## src/rtl/dmaseq_pkg.sv

```systemverilog
// Shared definitions for the DMA channel sequencer.
// Assumes an 8-bit host port; register select and control bit positions are fixed here.
package dmaseq_pkg;

    // Host register selects
    localparam int OFS_AHI  = 0;
    localparam int OFS_ALO  = 1;
    localparam int OFS_CHI  = 2;
    localparam int OFS_CLO  = 3;
    localparam int OFS_CTRL = 4;

    // Control byte bit positions
    localparam int CB_DIR   = 0;
    localparam int CB_BLOCK = 1;
    localparam int CB_STYLE = 2;
    localparam int CB_DEC   = 3;
    localparam int CB_BUSY  = 6;
    localparam int CB_END   = 7;
    localparam int CB_KEEP  = 4;   // number of stored low control bits

    typedef enum logic [2:0] {
        ST_IDLE,
        ST_REQ,
        ST_XFER,
        ST_HOLD,
        ST_GAP
    } seq_state_e;

    // Block with held request is the one undefined code
    function automatic logic mode_legal(input logic blk, input logic sty);
        return !(blk && sty);
    endfunction

endpackage

```

## src/rtl/dmaseq_hostif.sv

```systemverilog
// Host access capture stage.
// Samples the host strobes on the falling clock edge so the rising-edge register
// file sees a stable, one-cycle-old write or read request.
// Assumes the host holds cs/rw/reg_sel/wdata across the falling edge.
module dmaseq_hostif #(
    parameter int DW = 8,
    parameter int SW = 3
) (
    input  logic          clk,
    input  logic          rst_n,
    input  logic          cs,
    input  logic          rw,
    input  logic [SW-1:0] reg_sel,
    input  logic [DW-1:0] wdata,
    output logic          wr_pend,
    output logic          rd_pend,
    output logic [SW-1:0] pend_sel,
    output logic [DW-1:0] pend_data
);

    // Falling-edge capture of the host access
    always_ff @(negedge clk) begin
        if (!rst_n) begin
            wr_pend   <= 1'b0;
            rd_pend   <= 1'b0;
            pend_sel  <= '0;
            pend_data <= '0;
        end else begin
            wr_pend   <= cs && !rw;
            rd_pend   <= cs && rw;
            pend_sel  <= reg_sel;
            pend_data <= wdata;
        end
    end

endmodule

```

## src/rtl/dmaseq_regs.sv

```systemverilog
// Channel register file: address, count, control bits and the sticky end flag.
// The engine's step has priority; host writes to address/count are dropped while busy.
// Assumes AW and CW exceed DW and fit in two host bytes.
module dmaseq_regs
    import dmaseq_pkg::*;
#(
    parameter int AW = 16,
    parameter int CW = 16,
    parameter int DW = 8,
    parameter int SW = 3
) (
    input  logic          clk,
    input  logic          rst_n,
    input  logic          wr_pend,
    input  logic          rd_pend,
    input  logic [SW-1:0] pend_sel,
    input  logic [DW-1:0] pend_data,
    input  logic [SW-1:0] reg_sel,
    input  logic          busy,
    input  logic          step,
    output logic [AW-1:0] addr,
    output logic          cnt_zero,
    output logic          cnt_last,
    output logic          c_dir,
    output logic          c_blk,
    output logic          c_sty,
    output logic          c_dec,
    output logic          end_flag,
    output logic [DW-1:0] rdata
);

    localparam int AHW = AW - DW;
    localparam int CHW = CW - DW;

    logic [AW-1:0]      addr_q;
    logic [CW-1:0]      cnt_q;
    logic [CB_KEEP-1:0] ctrl_q;
    logic               end_q;
    logic               host_ld;

    assign host_ld = wr_pend && !busy;

    // Address: step after each bus cycle, else byte loads from the host
    always_ff @(posedge clk) begin
        if (!rst_n)
            addr_q <= '0;
        else if (step)
            addr_q <= ctrl_q[CB_DEC] ? addr_q - 1'b1 : addr_q + 1'b1;
        else if (host_ld && pend_sel == SW'(OFS_AHI))
            addr_q[AW-1:DW] <= pend_data[AHW-1:0];
        else if (host_ld && pend_sel == SW'(OFS_ALO))
            addr_q[DW-1:0] <= pend_data;
    end

    // Count: decrement per bus cycle, else byte loads from the host
    always_ff @(posedge clk) begin
        if (!rst_n)
            cnt_q <= '0;
        else if (step)
            cnt_q <= cnt_q - 1'b1;
        else if (host_ld && pend_sel == SW'(OFS_CHI))
            cnt_q[CW-1:DW] <= pend_data[CHW-1:0];
        else if (host_ld && pend_sel == SW'(OFS_CLO))
            cnt_q[DW-1:0] <= pend_data;
    end

    // Control bits: writable at any time, upper written bits dropped
    always_ff @(posedge clk) begin
        if (!rst_n)
            ctrl_q <= '0;
        else if (wr_pend && pend_sel == SW'(OFS_CTRL))
            ctrl_q <= pend_data[CB_KEEP-1:0];
    end

    // End flag: set by final bus cycle, cleared by a control read, set wins
    always_ff @(posedge clk) begin
        if (!rst_n)
            end_q <= 1'b0;
        else if (step && cnt_last)
            end_q <= 1'b1;
        else if (rd_pend && pend_sel == SW'(OFS_CTRL))
            end_q <= 1'b0;
    end

    assign addr     = addr_q;
    assign cnt_zero = (cnt_q == '0);
    assign cnt_last = (cnt_q == CW'(1));
    assign c_dir    = ctrl_q[CB_DIR];
    assign c_blk    = ctrl_q[CB_BLOCK];
    assign c_sty    = ctrl_q[CB_STYLE];
    assign c_dec    = ctrl_q[CB_DEC];
    assign end_flag = end_q;

    // Read mux on the live register select
    always_comb begin
        rdata = '0;
        if (reg_sel == SW'(OFS_AHI))
            rdata[AHW-1:0] = addr_q[AW-1:DW];
        else if (reg_sel == SW'(OFS_ALO))
            rdata = addr_q[DW-1:0];
        else if (reg_sel == SW'(OFS_CHI))
            rdata[CHW-1:0] = cnt_q[CW-1:DW];
        else if (reg_sel == SW'(OFS_CLO))
            rdata = cnt_q[DW-1:0];
        else if (reg_sel == SW'(OFS_CTRL)) begin
            rdata[CB_KEEP-1:0] = ctrl_q;
            rdata[CB_BUSY]     = busy;
            rdata[CB_END]      = end_q;
        end
    end

endmodule

```

## src/rtl/dmaseq_fsm.sv

```systemverilog
// Transfer sequencer state machine.
// Decides when to request the bus, when a bus cycle happens and where to go
// after it, from the mode bits and the count status.
// Assumes bus_gnt may drop at any time; a bus cycle counts only with grant present.
module dmaseq_fsm
    import dmaseq_pkg::*;
(
    input  logic clk,
    input  logic rst_n,
    input  logic dev_req,
    input  logic bus_gnt,
    input  logic c_dir,
    input  logic c_blk,
    input  logic c_sty,
    input  logic cnt_zero,
    input  logic cnt_last,
    output logic bus_req,
    output logic bus_vma,
    output logic bus_rw,
    output logic dev_stb,
    output logic dev_ack,
    output logic dev_end,
    output logic busy,
    output logic step
);

    seq_state_e st, nxt;
    logic       ack_q;
    logic       end_q;
    logic       req_ok;

    // A request in the acknowledge cycle is treated as the old one
    assign req_ok = dev_req && !ack_q;

    // Next-state selection
    always_comb begin
        nxt = st;
        case (st)
            ST_IDLE: if (req_ok && !cnt_zero && mode_legal(c_blk, c_sty)) nxt = ST_REQ;
            ST_REQ:  if (bus_gnt) nxt = ST_XFER;
            ST_XFER: begin
                if (!bus_gnt)      nxt = ST_REQ;
                else if (cnt_last) nxt = ST_IDLE;
                else if (c_sty)    nxt = ST_HOLD;
                else if (c_blk)    nxt = ST_GAP;
                else               nxt = ST_IDLE;
            end
            ST_HOLD: if (req_ok) nxt = ST_XFER;
            ST_GAP:  nxt = ST_REQ;
            default: nxt = ST_IDLE;
        endcase
    end

    // State register
    always_ff @(posedge clk) begin
        if (!rst_n) st <= ST_IDLE;
        else        st <= nxt;
    end

    // Registered acknowledge and end pulses, one cycle after the bus cycle
    always_ff @(posedge clk) begin
        if (!rst_n) begin
            ack_q <= 1'b0;
            end_q <= 1'b0;
        end else begin
            ack_q <= step;
            end_q <= step && cnt_last;
        end
    end

    assign step    = (st == ST_XFER) && bus_gnt;
    assign bus_vma = step;
    assign dev_stb = step;
    assign bus_rw  = step ? c_dir : 1'b1;
    assign bus_req = (st == ST_REQ) || (st == ST_XFER) || (st == ST_HOLD);
    assign busy    = (st != ST_IDLE);
    assign dev_ack = ack_q;
    assign dev_end = end_q;

endmodule

```

## src/rtl/dmaseq_chan.sv

```systemverilog
// Single DMA channel sequencer top.
// Joins the falling-edge host capture, the register file and the sequencer.
// Assumes one bus master interface and one device; moves no data itself.
module dmaseq_chan #(
    parameter int AW = 16,
    parameter int CW = 16,
    parameter int DW = 8,
    parameter int SW = 3
) (
    input  logic          clk,
    input  logic          rst_n,
    input  logic          cs,
    input  logic          rw,
    input  logic [SW-1:0] reg_sel,
    input  logic [DW-1:0] wdata,
    output logic [DW-1:0] rdata,
    input  logic          dev_req,
    output logic          dev_stb,
    output logic          dev_ack,
    output logic          dev_end,
    output logic          bus_req,
    input  logic          bus_gnt,
    output logic          bus_vma,
    output logic          bus_rw,
    output logic [AW-1:0] bus_addr,
    output logic          busy,
    output logic          end_flag
);

    logic          wr_pend, rd_pend;
    logic [SW-1:0] pend_sel;
    logic [DW-1:0] pend_data;
    logic          step, cnt_zero, cnt_last;
    logic          c_dir, c_blk, c_sty, c_dec;

    dmaseq_hostif #(.DW(DW), .SW(SW)) u_host (
        .clk       (clk),
        .rst_n     (rst_n),
        .cs        (cs),
        .rw        (rw),
        .reg_sel   (reg_sel),
        .wdata     (wdata),
        .wr_pend   (wr_pend),
        .rd_pend   (rd_pend),
        .pend_sel  (pend_sel),
        .pend_data (pend_data)
    );

    dmaseq_regs #(.AW(AW), .CW(CW), .DW(DW), .SW(SW)) u_regs (
        .clk       (clk),
        .rst_n     (rst_n),
        .wr_pend   (wr_pend),
        .rd_pend   (rd_pend),
        .pend_sel  (pend_sel),
        .pend_data (pend_data),
        .reg_sel   (reg_sel),
        .busy      (busy),
        .step      (step),
        .addr      (bus_addr),
        .cnt_zero  (cnt_zero),
        .cnt_last  (cnt_last),
        .c_dir     (c_dir),
        .c_blk     (c_blk),
        .c_sty     (c_sty),
        .c_dec     (c_dec),
        .end_flag  (end_flag),
        .rdata     (rdata)
    );

    dmaseq_fsm u_fsm (
        .clk      (clk),
        .rst_n    (rst_n),
        .dev_req  (dev_req),
        .bus_gnt  (bus_gnt),
        .c_dir    (c_dir),
        .c_blk    (c_blk),
        .c_sty    (c_sty),
        .cnt_zero (cnt_zero),
        .cnt_last (cnt_last),
        .bus_req  (bus_req),
        .bus_vma  (bus_vma),
        .bus_rw   (bus_rw),
        .dev_stb  (dev_stb),
        .dev_ack  (dev_ack),
        .dev_end  (dev_end),
        .busy     (busy),
        .step     (step)
    );

endmodule

```

## config.mk

```make
export PLATFORM = sky130hd
export DESIGN_NAME = dmaseq_chan
export DESIGN_NICKNAME = d
export VERILOG_FILES = /design/src/rtl/dmaseq_pkg.sv /design/src/rtl/dmaseq_hostif.sv /design/src/rtl/dmaseq_regs.sv /design/src/rtl/dmaseq_fsm.sv /design/src/rtl/dmaseq_chan.sv
export SDC_FILE = /design/constraint.sdc
export NUM_CORES = 1
export LEC_CHECK = 0
export BUFFER_PORTS_ARGS = -buffer_cell sky130_fd_sc_hd__buf_2
export CORE_MARGIN = 2
export CORE_UTILIZATION = 57
export CTS_CLUSTER_DIAMETER = 80
export DETAILED_ROUTE_END_ITERATION = 8
export GPL_TIMING_DRIVEN = 0
export PLACE_DENSITY = 0.91
export SETUP_SLACK_MARGIN = 0.2
export SYNTH_ARGS = -nofsm -noshare
export SYNTH_HDL_FRONTEND = slang
export SYNTH_HIERARCHICAL = 1
export SYNTH_SLANG_ARGS = --single-unit
```

## constraint.sdc

```tcl
create_clock -name clk -period 3.9 [get_ports clk]
set_clock_uncertainty 0.1 [all_clocks]
set_input_delay 0.585 -clock clk [delete_from_list [all_inputs] [get_ports clk]]
set_output_delay 0.585 -clock clk [all_outputs]
set_load 0.01 [all_outputs]
```

==> results.yml <==
layout:
  drive_gt1_share_pct: 21.6
  nFillCells: 483
  nets: 544
  area_growth_pct: 17.4
  seq_area_um2: 1110
  multi_input_area_um2: 2430
  diodes: 0
  fin_util_pct: 70.2
detailed_routing:
  avgRoutedWirePerCell_um: 19.3
  via_per_inst: 6.74
  num_vias: 3940
  drc: 0
  first_pass_iters: 8
  dr.first_iter.drc_count: 641
  ant_nets: 0
  wirelength_mm: 11.3
sta:
  setup_tns_ns: 0
  worst_slack_ns: 0.153
  relSlewSlack_pct: 46.0
  rsz0062_at_grt: "yes"
  setup_viol: 0
  drv_slew: 0
  hold_viol_final: 0
  worst_hold_slack_ns: 0.446
  worstMarginPinSlew_ns: 0.809
worst_setup_path:
  worst_ep_required_time_ns: 3.99
  critPathKind: "reg2reg"
  cp_max_fo: 5
  r2r_slack_ns: 0.15
  crit_arrival_ns: 3.83
  end_kind: "flop"
  cp-start-kind: "flop"
yosys:
  synth_seq_cells: 55
  ys_warn_count: 6
  async_flop_share_pct: 0
  netlist_instances: 434
  ys_seq_area_share_pct: 30.6
  synth_area_um2: 3600
  synth_edf_count: 0
  syn_nets: 469
  avgSynthCellArea_um2: 8.30
  synth-main-ff-cell: "dfxtp_1"
  synth.distinct_cells: 67
global_route:
  grt_util_met3_pct: 5.14
  grt_max_degree: 19
  grt_usage_pct: 30.7
  grt.met2_usage_pct: 47.8
  top_usage_layer: "met2"
  grt_util_met1_pct: 42.8
  grt_pass1_wl_mm: 17.4
  grt_pass1_vias: 3504
  grt_overflow: 0
  antenna_found_initial: 0
place:
  dp_hpwl_mm: 7.99
  io_buffers: 48
  gp_congestion: 0.989
  preCtsSetupSlack_ns: -0.0450
job:
  drv_cap: 0
floorplanning:
  coreArea_um2: 6030
  die_h_um: 83.5
  rows: 28
  fp.dieW_um: 83.5
  initial_core_util_pct: 59.8
  ios: 49
  dieArea_um2: 6970
clocking:
  clk_path_buf_depth: 2
  clk_pin_slew_worst_paths_ns: 0.12
  htree_levels: 2
  worstSkewPairLatency_ns: 0.39
  cts.sinks: 55
  tritoncts: "done"
  cts-root-buf: "clkbuf_8"
  cts_inserted_buffers: 5
power_and_ir_drop:
  power_leakage_nw: 1.89
  peakVddDrop_v: 0.000267
  powerDensity_nw_per_um2: 325
worst_hold_path:
  hold_class: "reg2reg"
outcome:
  status: "finished clean"
[layout by cell type, fill, tap and decap left out, types with 10 or more instances in the layout]
cell type	synthesis	final
buf_2	2	49
nor3_1	11	11
a211oi_1	12	10
o21ai_0	26	24
nor2_1	30	28
dfxtp_1	55	53
a21oi_1	47	46
nand2_1	30	28
ha_1	17	17
buf_4	2	10
inv_1	14	26
mux2i_1	15	13
clkbuf_1	15	13
[final timing paths]
path | from | end | depth (start not counted)
min | u_regs/cnt_q[7]$_SDFFE_PN0P_ | u_regs/cnt_q[7]$_SDFFE_PN0P_ | 1
min reg2reg | u_regs/cnt_q[7]$_SDFFE_PN0P_ | u_regs/cnt_q[7]$_SDFFE_PN0P_ | 1
max | u_host/pend_sel[2]$_SDFF_NN0_ | u_regs/addr[1]$_SDFFE_PN0P_ | 6
max reg2reg | u_host/pend_sel[2]$_SDFF_NN0_ | u_regs/addr[1]$_SDFFE_PN0P_ | 6
[Yosys cell counts (all sizes together), types with 2 or more instances]
master	n	area share, %
a2111oi	2	0.49
a211oi	12	2.5
a21o	8	1.7
a21oi	47	6.5
a221oi	4	0.97
a22oi	9	1.9
a31oi	8	1.4
a41o	2	0.56
and2	15	2.8
and3	8	1.4
and3b	2	0.52
and4	2	0.49
buf	6	1.1
clkbuf	16	1.7
dfxtp	55	31
ha	17	5.9
inv	14	1.5
mux2	4	1.2
mux2i	15	4.2
mux4	2	1.2
nand2	31	3.3
nand2b	7	1.2
nand3	7	0.97
nand4	5	0.87
nor2	30	3.1
nor2b	7	1.2
nor3	11	1.5
nor3b	5	1.2
nor4	5	1.7
o211a	3	0.83
o211ai	4	0.83
o21a	4	0.83
o21ai	26	3.6
o22a	6	1.5
o31a	4	0.97
o31ai	2	0.42
o32ai	2	0.49
or2	2	0.35
or3	5	1.0
xnor2	4	0.97
xor2	2	0.49
[metrics by stage]
stage                     area (µm²)  cells  power (mW)
after floorplan                 3610    434       0.885
after global placement          3950    557       0.974
after detailed placement        3950    557       0.985
after CTS                       4140    581        1.35
after global routing            4230    585        1.45
final                           4230    585        1.38
[registers in the layout, indices dropped and copies added (netlist names)]
name and count:
u_host/wr_pend 1, u_fsm/dev_ack 1, u_regs/cnt_q 16, u_fsm/st 3, u_host/pend_sel 3, u_host/pend_data 8, u_regs/ctrl_q 4, u_fsm/dev_end 1
u_regs/end_flag 1, u_regs/addr 16, u_host/rd_pend 1
[what timing repair did]
item                                    CTS  global route
gates resized for setup                   7            20
pin swaps                                 0             6
hold buffers                              0             0
hold endpoints to repair                  0             0
setup buffers                             4             4
endpoints found under the setup margin   15            13
[report_power, final]
group,switching (mW),internal (mW),leakage [nW]
Clock,0.245,0.152,0.120
Sequential,0.0521,0.595,0.448
Combinational,0.188,0.144,1.32
Total,0.485,0.890,1.89
[kinds of logic (layout without fill, tap and decap cells)]
family,after synthesis,count (layout),synth area share [%]
AOI/OAI and AO/OA,153,153,28.0
muxes,21,21,6.67
xor gates and xnor gates,6,6,1.46
DFF,55,55,30.6
and+or+nand+nor,145,145,22.6
adders and majority gates,18,18,6.46
buffers and inverters,36,112,4.27
[final cells by class]
| type | count | share of cell area, % |
|---|---|---|
| multi-input combinational | 343 | 57.4 |
| sequential | 55 | 26.2 |
| timing repair buffer | 56 | 7.19 |
| buffer | 22 | 2.51 |
| tap | 75 | 2.22 |
| clock inverter | 16 | 1.78 |
| clock buffer | 5 | 1.63 |
| inverter | 13 | 1.15 |
[routing by layer]
layer | vias up | wire (µm)
li1 | 1776 | -
met1 | 1783 | 4340
met2 | 308 | 5060
met3 | 73 | 1420
met4 | 0 | 503
met5 | - | 0
[worst max-delay path: stages, from the launching register on]
cell	delay [ns]
dfxtp_4	0.34
nor3b_4	0.27
nor3b_2	0.22
buf_4	0.20
buf_6	0.15
mux2i_4	0.24
a211oi_2	0.10
(Power assumes the default switching activity.)
